`config.mk`:
```
export PLATFORM = sky130hd
export DESIGN_NAME = sdram_burst_colgen
export DESIGN_NICKNAME = d
export VERILOG_FILES = /design/src/rtl/sdram_burst_pkg.sv /design/src/rtl/burst_cfg_decode.sv /design/src/rtl/burst_beat_index.sv /design/src/rtl/burst_col_lane.sv /design/src/rtl/sdram_burst_colgen.sv
export SDC_FILE = /design/constraint.sdc
export NUM_CORES = 1
export LEC_CHECK = 0
export ABC_AREA = 1
export BUFFER_PORTS_ARGS = -buffer_cell sky130_fd_sc_hd__buf_2
export CORE_MARGIN = 4
export CORE_UTILIZATION = 49
export DETAILED_ROUTE_END_ITERATION = 6
export GPL_TIMING_DRIVEN = 0
export MAX_ROUTING_LAYER = met4
export PLACE_DENSITY = 0.77
export SYNTH_ARGS = -nofsm -noshare
export SYNTH_HDL_FRONTEND = slang
export SYNTH_SLANG_ARGS = --single-unit
export TNS_END_PERCENT = 20
```
`constraint.sdc`:
```
create_clock -name clk -period 1.6 [get_ports clk]
set_input_delay 0.16 -clock clk [delete_from_list [all_inputs] [get_ports clk]]
set_output_delay 0.16 -clock clk [all_outputs]
set_load 0.03 [all_outputs]
```
`src/rtl/sdram_burst_pkg.sv`:
```
package sdram_burst_pkg;
  localparam int BL_CODE_W = 2;

  typedef enum logic [BL_CODE_W-1:0] {
    BL_TWO   = 2'd0,
    BL_FOUR  = 2'd1,
    BL_EIGHT = 2'd2,
    BL_PAGE  = 2'd3
  } blen_e;

  typedef enum logic {
    ORD_SEQ = 1'b0,
    ORD_ILV = 1'b1
  } order_e;
endpackage

```
`src/rtl/burst_cfg_decode.sv`:
```
module burst_cfg_decode
  import sdram_burst_pkg::*;
#(
  parameter int COL_W = 8
) (
  input  logic [BL_CODE_W-1:0] bl_code,
  input  logic                 order_ilv,
  input  logic [COL_W-1:0]     start_col,
  output logic [COL_W-1:0]     wrap_mask,
  output logic                 is_page,
  output logic                 is_legal
);
  blen_e blen;

  always_comb begin
    blen    = blen_e'(bl_code);
    is_page = (blen == BL_PAGE);
    case (blen)
      BL_TWO:   wrap_mask = COL_W'(1);
      BL_FOUR:  wrap_mask = COL_W'(3);
      BL_EIGHT: wrap_mask = COL_W'(7);
      default:  wrap_mask = '1;
    endcase
    // full page only sequential and from an even column
    is_legal = !is_page || (!order_ilv && !start_col[0]);
  end
endmodule

```
`src/rtl/burst_beat_index.sv`:
```
module burst_beat_index #(
  parameter int COL_W = 8
) (
  input  logic             clk,
  input  logic             rst_n,
  input  logic             load,
  input  logic             advance,
  input  logic [COL_W-1:0] wrap_mask,
  input  logic             is_page,
  output logic [COL_W-1:0] beat_k,
  output logic             final_pair
);
  localparam logic [COL_W-1:0] STEP = COL_W'(2);
  localparam logic [COL_W-1:0] ODD  = COL_W'(1);

  always_ff @(posedge clk) begin
    if (!rst_n)       beat_k <= '0;
    else if (load)    beat_k <= '0;
    else if (advance) beat_k <= beat_k + STEP;
  end

  assign final_pair = !is_page && ((beat_k | ODD) == wrap_mask);

  a_r4_even_index: assert property (@(posedge clk) disable iff (!rst_n)
    1'b1 |=> (beat_k[0] == 1'b0));
endmodule

```
`src/rtl/burst_col_lane.sv`:
```
module burst_col_lane #(
  parameter int COL_W = 8,
  parameter int LANE  = 0
) (
  input  logic [COL_W-1:0] base_col,
  input  logic [COL_W-1:0] wrap_mask,
  input  logic             order_ilv,
  input  logic [COL_W-1:0] beat_k,
  output logic [COL_W-1:0] col
);
  localparam logic [COL_W-1:0] LANE_OFS = COL_W'(LANE);
  logic [COL_W-1:0] beat;
  logic [COL_W-1:0] sum;

  always_comb begin
    beat = beat_k | LANE_OFS;
    sum  = base_col + beat;
    if (order_ilv) col = base_col ^ beat;
    else           col = (base_col & ~wrap_mask) | (sum & wrap_mask);
  end
endmodule

```
`src/rtl/sdram_burst_colgen.sv`:
```
module sdram_burst_colgen
  import sdram_burst_pkg::*;
#(
  parameter int COL_W = 8
) (
  input  logic             clk,
  input  logic             rst_n,
  input  logic             burst_start,
  input  logic [COL_W-1:0] start_col,
  input  logic [1:0]       bl_code,
  input  logic             burst_order,
  input  logic             burst_stop,
  output logic             pair_valid,
  input  logic             pair_ready,
  output logic [COL_W-1:0] pair_col_a,
  output logic [COL_W-1:0] pair_col_b,
  output logic             pair_last,
  output logic             cfg_err
);
  localparam int LANES = 2;

  logic [COL_W-1:0] dec_mask;
  logic             dec_page;
  logic             dec_legal;
  logic [COL_W-1:0] base_q;
  logic [COL_W-1:0] mask_q;
  logic             ilv_q;
  logic             page_q;
  logic             valid_q;
  logic             err_q;
  logic [COL_W-1:0] beat_k;
  logic             final_pair;
  logic             start_ok;
  logic             accept;
  logic [COL_W-1:0] lane_col [LANES];

  burst_cfg_decode #(.COL_W(COL_W)) u_decode (
    .bl_code   (bl_code),
    .order_ilv (burst_order),
    .start_col (start_col),
    .wrap_mask (dec_mask),
    .is_page   (dec_page),
    .is_legal  (dec_legal)
  );

  assign start_ok = burst_start && dec_legal;
  assign accept   = valid_q && pair_ready;

  always_ff @(posedge clk) begin
    if (!rst_n) begin
      valid_q <= 1'b0;
      err_q   <= 1'b0;
      base_q  <= '0;
      mask_q  <= '0;
      ilv_q   <= 1'b0;
      page_q  <= 1'b0;
    end else begin
      err_q <= burst_start && !dec_legal;
      if (start_ok) begin
        valid_q <= 1'b1;
        base_q  <= start_col;
        mask_q  <= dec_mask;
        ilv_q   <= burst_order;
        page_q  <= dec_page;
      end else if (burst_stop) begin
        valid_q <= 1'b0;
      end else if (accept && final_pair) begin
        valid_q <= 1'b0;
      end
    end
  end

  burst_beat_index #(.COL_W(COL_W)) u_index (
    .clk        (clk),
    .rst_n      (rst_n),
    .load       (start_ok),
    .advance    (accept),
    .wrap_mask  (mask_q),
    .is_page    (page_q),
    .beat_k     (beat_k),
    .final_pair (final_pair)
  );

  for (genvar g = 0; g < LANES; g++) begin : g_lane
    burst_col_lane #(.COL_W(COL_W), .LANE(g)) u_lane (
      .base_col  (base_q),
      .wrap_mask (mask_q),
      .order_ilv (ilv_q),
      .beat_k    (beat_k),
      .col       (lane_col[g])
    );
  end

  assign pair_valid = valid_q;
  assign pair_col_a = lane_col[0];
  assign pair_col_b = lane_col[1];
  assign pair_last  = valid_q && final_pair;
  assign cfg_err    = err_q;

  a_r1_valid_after_start: assert property (@(posedge clk) disable iff (!rst_n)
    start_ok |=> pair_valid);

  a_r2_block_fixed: assert property (@(posedge clk) disable iff (!rst_n)
    pair_valid |-> (((pair_col_a ^ base_q) & ~mask_q) == '0) &&
                   (((pair_col_b ^ base_q) & ~mask_q) == '0));

  a_r4_last_valid: assert property (@(posedge clk) disable iff (!rst_n)
    pair_last |-> pair_valid);

  a_r4_end_after_last: assert property (@(posedge clk) disable iff (!rst_n)
    pair_last && pair_ready && !burst_start |=> !pair_valid);

  a_r5_hold: assert property (@(posedge clk) disable iff (!rst_n)
    pair_valid && !pair_ready && !burst_start && !burst_stop
      |=> pair_valid && $stable(pair_col_a) && $stable(pair_col_b));

  a_r6_page_no_last: assert property (@(posedge clk) disable iff (!rst_n)
    pair_valid && page_q |-> !pair_last);

  a_r7_stop: assert property (@(posedge clk) disable iff (!rst_n)
    burst_stop && !burst_start |=> !pair_valid);

  a_r8_refused: assert property (@(posedge clk) disable iff (!rst_n)
    burst_start && !dec_legal && !pair_valid |=> cfg_err && !pair_valid);

  a_r8_pulse: assert property (@(posedge clk) disable iff (!rst_n)
    cfg_err && !burst_start |=> !cfg_err);
endmodule

```
## Yosys cells after proc, flatten, opt, wreduce, memory -nomap -nowiden

Index checks and enable logic that the tools add are counted.

| storage, ports and cells | value |
|---|---|
| register bits | 28 |
| bits of input ports | 16 |
| output and inout bits | 19 |
| logic and storage cells | 45 |

| operators by class | value |
|---|---|
| add/sub/neg operators | 3 |
| equality and inequality tests | 4 |
| multiplexer cells | 6 |
| bitwise logic cells | 9 |
| reductions and logical operators | 16 |

Operators with widths:

| operator | count |
|---|---|
| bitwise AND 8 bit | 3 |
| one-hot mux 8 bit (3 select lines) | 1 |
| adder 8 bit | 2 |
| two-way mux 8 bit | 2 |
| bitwise OR 8 bit | 2 |
| XOR 8 bit | 2 |
| adder 8 x 2 -> 8 bit (second input constant) | 1 |
| == test 8 bit | 1 |
| inverter 8 bit | 1 |
| logical AND 1 bit | 7 |
| logical NOT 1 bit | 5 |
| == test 2 bit (second input constant) | 2 |
| two-way mux 1 bit | 3 |
| nonzero test 3 bit | 1 |
| == test 2 x 1 -> 1 bit (second input constant) | 1 |
| logical NOT 2 bit | 1 |
| OR reduction 2 bit | 1 |
| logical OR 1 bit | 1 |
| inverter 1 bit | 1 |

## Longest topological paths before layout

| depth | value |
|---|---|
| depth after elaboration | 6 |
| mapped depth | 11 |

## Modules after synthesis

From an unflattened synthesis, not the netlist that was laid out.

| unflattened totals | value |
|---|---|
| cells, all modules | 385 |
| area, all modules | 2,294.7 µm² |

By module, submodules not included:

| module | times used | cells each | area an instance (µm²) | sequential area each (µm²) |
|---|---|---|---|---|
| sdram_burst_colgen | 1 | 92 | 742.0 | 400.4 |
| burst_col_lane at g_lane[0].u_lane | 1 | 96 | 498.0 | 0.0 |
| burst_beat_index | 1 | 87 | 490.5 | 140.1 |
| burst_col_lane at g_lane[1].u_lane | 1 | 95 | 483.0 | 0.0 |
| burst_cfg_decode | 1 | 15 | 81.3 | 0.0 |

## Worst setup path after synthesis

No wires, ideal clock.

| timing path | value |
|---|---|
| path kind | register to output |
| start | reg u_index.beat_k[1] |
| end | out pair_col_b[1] |
| arrival | 1,719 ps |
| data required time | 1,440 ps |
| setup slack | -279 ps |
| stages on the path, launching flop included | 6 |
| cells stage by stage | dfxtp_1 inv_1 fa_1 nor2_1 a21oi_1 o21ai_0 |

| between the ends | value |
|---|---|
| word-level cells in the longest chain between the ends | 4 |
| elaborated cells on any way between the ends | 5 |
| those cells by class | add/sub (1); mux (1); bitwise (3) |

Ends and longest elaborated chain:

| item | RTL line | RTL |
|---|---|---|
| start, declared | burst_beat_index.sv:10 | `output logic [COL_W-1:0] beat_k,` |
| start signal, assigned | burst_beat_index.sv:19 | `else if (advance) beat_k <= beat_k + STEP;` |
| adder 8 bit | burst_col_lane.sv:17 | `sum = base_col + beat;` |
| bitwise AND 8 bit | burst_col_lane.sv:19 | `else col = (base_col & ~wrap_mask) \| (sum & wrap_mask);` |
| bitwise OR 8 bit | burst_col_lane.sv:19 |  |
| two-way mux 8 bit * | burst_col_lane.sv:18 | `if (order_ilv) col = base_col ^ beat;` |
| end, declared | sdram_burst_colgen.sv:16 | `output logic [COL_W-1:0] pair_col_b,` |

Mark *: on every way between the ends. The rest lies on a longest branch, timed or not.

## Worst setup path in the final report

| timing path | value |
|---|---|
| start | reg u_index.beat_k[1] |
| end | out pair_col_b[5] |

| between the ends | value |
|---|---|
| word-level cells in the longest chain between the ends | 4 |

Ends and longest elaborated chain:

| item | RTL line |
|---|---|
| adder 8 bit | burst_col_lane.sv:17 |
| bitwise AND 8 bit | burst_col_lane.sv:19 |
| bitwise OR 8 bit | burst_col_lane.sv:19 |
| two-way mux 8 bit | burst_col_lane.sv:18 |

Every way passes these cells.

==> metrics.cfg <==
[timing]
layout_min_cycle_time_ns=2.170
finalClockSkew_ns=0.01046
hold_viol=0
fin_ws_ns=-0.5697
fin_crit_sh=1.356
fin_hold_ws_ns=0.07845
tightest_slew_ns=0.3429
drv_slew=0
rsz0062_at_grt=true
setup_viol=14
fmax_mhz=460.9
max_slew_margin=0.7714

[final_layout]
layoutNonFillerInstCount=354
antenna_cells=0
drive_gt1_frac=0.3290
syn2layout_area_growth_pct=32.65
nets=336
n_fill_cell=277
final_util=0.6988

[power_and_ir_drop]
p_leak_nw=1.085
p_sw_frac=0.3525
pwr-share-seq=0.428
peakVddDrop_mv=0.4567
intPower_mw=0.9104
pwr-share-comb=0.363
switchingPower_mw=0.4956
p_per_area_nw_per_um2=643.2
clockPowerShare=0.209
power_mw=1.406

[critical_path]
worst_path_max_delay_cell=dfxtp_4
cp_top_family=simple AND/OR/NAND/NOR gates
path_cells=ha_4 -> fa_2 -> inv_2 -> nor2_4 -> nor2_4 -> nand3_1 -> nand3_1 -> nand2_1 -> nand2_2 -> nand2_4 -> buf_6
critical_path_class=flip-flop to output pin
startpoint_type=flip-flop
crit_fanout=3
cp_data_arrival_time_ns=2.01
slowest_delay_ns=0.38
path_buf_inv=2
required_ns=1.44
cp-end-kind=output pin

[cts]
h-tree-depth=1
tritoncts=built
path_clk_slew_ns=0.12
clockBufferDepth=2
root_buffer=clkbuf_4
clock_latency_ns=0.30
numClockSinks=22
ctsHoldBuffers=0
cts_made_buffers=3

[synthesis]
yosys-top-cells-area=dfxtp_1 27%, nand2_1 19%, nor2_1 7.5%
synth_area_um2=1648
ys_ff_latch=22
yosysWarnings=0
synth_top_area_cell=dfxtp_1
synth_ff_type=dfxtp_1
yosysMostFrequentCell=nand2_1
ys_async_sr_fraction=0
synth_cell_type_count=27
synth_fp_nets=289
synthCells=264
synthTopCellsByCount=84 x nand2_1, 33 x nor2_1, 27 x inv_1
synth-edff-count=0
seq_area_frac_synth=0.2673
postSynthAreaPerCell_um2=6.242
synth_top_area_frac=0.2673

[drt]
final_antenna_net_count=0
routed_wl_mm=4.290
via_per_inst=5.155
dr.pass1.iters=4
num_vias=1825
route.detailed.drc=0
drtIter0Drc=136
wire_per_inst_um=12.12

[placement]
dp_worst_setup_slack_ns=-0.2742
dp.cells=342
io_buffers=34
dp_hpwl_mm=3.177
gp_congestion=0.8541

[run_status]
status=complete, but fails checks
violations=negative setup slack

[global_route]
grt_pass1_vias=1652
grt_first_pass_wirelength_mm=7.320
overflow=0
grtUsageTotal=0.2196
grt_antenna_before_repair=0
grt_max_degree=13

[hold_path]
hp-class=input port to flip-flop

[run]
cap_viol_max_count=0

[floorplan]
die_x_um=65.99
die-area_um2=4355
core_um2=3128
rows=20
dieHeight_um=65.99
io_pins=35
start_util=0.5268

[sequential cells by signal, summed over array words and instances, names as in the netlist]
signal          cells
u_index.beat_k      7
cfg_err             1
pair_valid          1
base_q              8
mask_q              4
ilv_q               1
[area by class of cell]
class                   count  area [µm²]  area share
multi-input cells         206        1171      0.5358
flip-flops and latches     22       457.9      0.2095
repair buffers             42       297.8      0.1362
inverters                  29       113.9     0.05209
well taps                  44       55.05     0.02519
plain buffers               7       53.80     0.02461
clock buffers               4       36.28     0.01660
[power groups by stage]
| stage | combinational (mW) | clock (mW) | sequential, mW |
|---|---|---|---|
| after CTS | 0.491 | 0.307 | 0.602 |
| after global placement | 0.430 | 0 | 0.614 |
| after floorplan | 0.312 | 0 | 0.612 |
| after detailed placement | 0.434 | 0 | 0.613 |
| final | 0.511 | 0.293 | 0.602 |
| after global routing | 0.564 | 0.329 | 0.606 |
[worst reg2reg max path: stages, from the launching register on]
cell and delay (ns):
dfxtp_4 0.39, buf_4 0.14, buf_4 0.12, buf_4 0.12
ha_1 0.18, nand2_2 0.09, nor3_4 0.17, xor2_1 0.17
nor2_1 0.05
[path summary, 6_finish.rpt]
kind / endpoint / start / cells past startpoint / slack [ns]
min reg2reg: u_index.beat_k[7] / u_index.beat_k[7] / 2 / 0.50
min: base_q[2] / start_col[2] / 3 / 0.08
max reg2reg: u_index.beat_k[5] / u_index.beat_k[1] / 8 / 0.08
max: pair_col_b[5] / u_index.beat_k[1] / 11 / -0.57
[cells in the final DEF, fill, tap and decap left out, types with 2 or more instances in the layout]
cell type	count
xor2_1	6
clkbuf_4	4
nand2_2	13
ha_4	4
nand4_1	6
dfxtp_4	2
buf_2	20
ha_1	2
nor2_2	4
clkbuf_1	2
nand2_4	2
o21ai_1	6
inv_2	4
inv_4	2
o21ai_0	18
buf_6	11
a21oi_1	12
a21oi_2	2
nand2_1	72
fa_2	2
dfxtp_1	12
buf_4	15
inv_1	23
nor2_1	28
dfxtp_2	8
nand3_1	17
nor2_4	5
[stage by stage]
stage,cell area [µm²],setup TNS [ns]
2_1_floorplan,1687,-0.3780
3_3_place_gp,1912,-1.929
3_5_place_dp,1912,-2.084
4_1_cts,2117,-6.245
5_1_grt,2186,-7.735
6_report,2186,-5.969
[cell families after synthesis]
family	after synthesis	synth area share
AND/OR/NAND/NOR	152	0.4032
AO/OA/AOI/OAI	38	0.1177
flip-flops	22	0.2673
buffers and inverters	36	0.09719
XOR/XNOR	7	0.03721
adder cells (fa/ha/maj)	9	0.07745
[what timing repair did]
item,in CTS,in global routing
gates resized for setup,43,27
endpoints found under the setup margin,16,18
pin swaps,5,10
buffers inserted,8,0
endpoints found under the hold margin,0,0
[metal layers]
metal  routed length [µm]  share of wire  global-route usage  vias up
li1                     -              -                   -      941
met1                 1980           0.46              0.3005      815
met2                 2006           0.47              0.3504       63
met3                  257          0.060             0.02041        6
met4                   46          0.011             0.05330        0
met5                    0              0                   -        -
(Power assumes the default switching activity.)
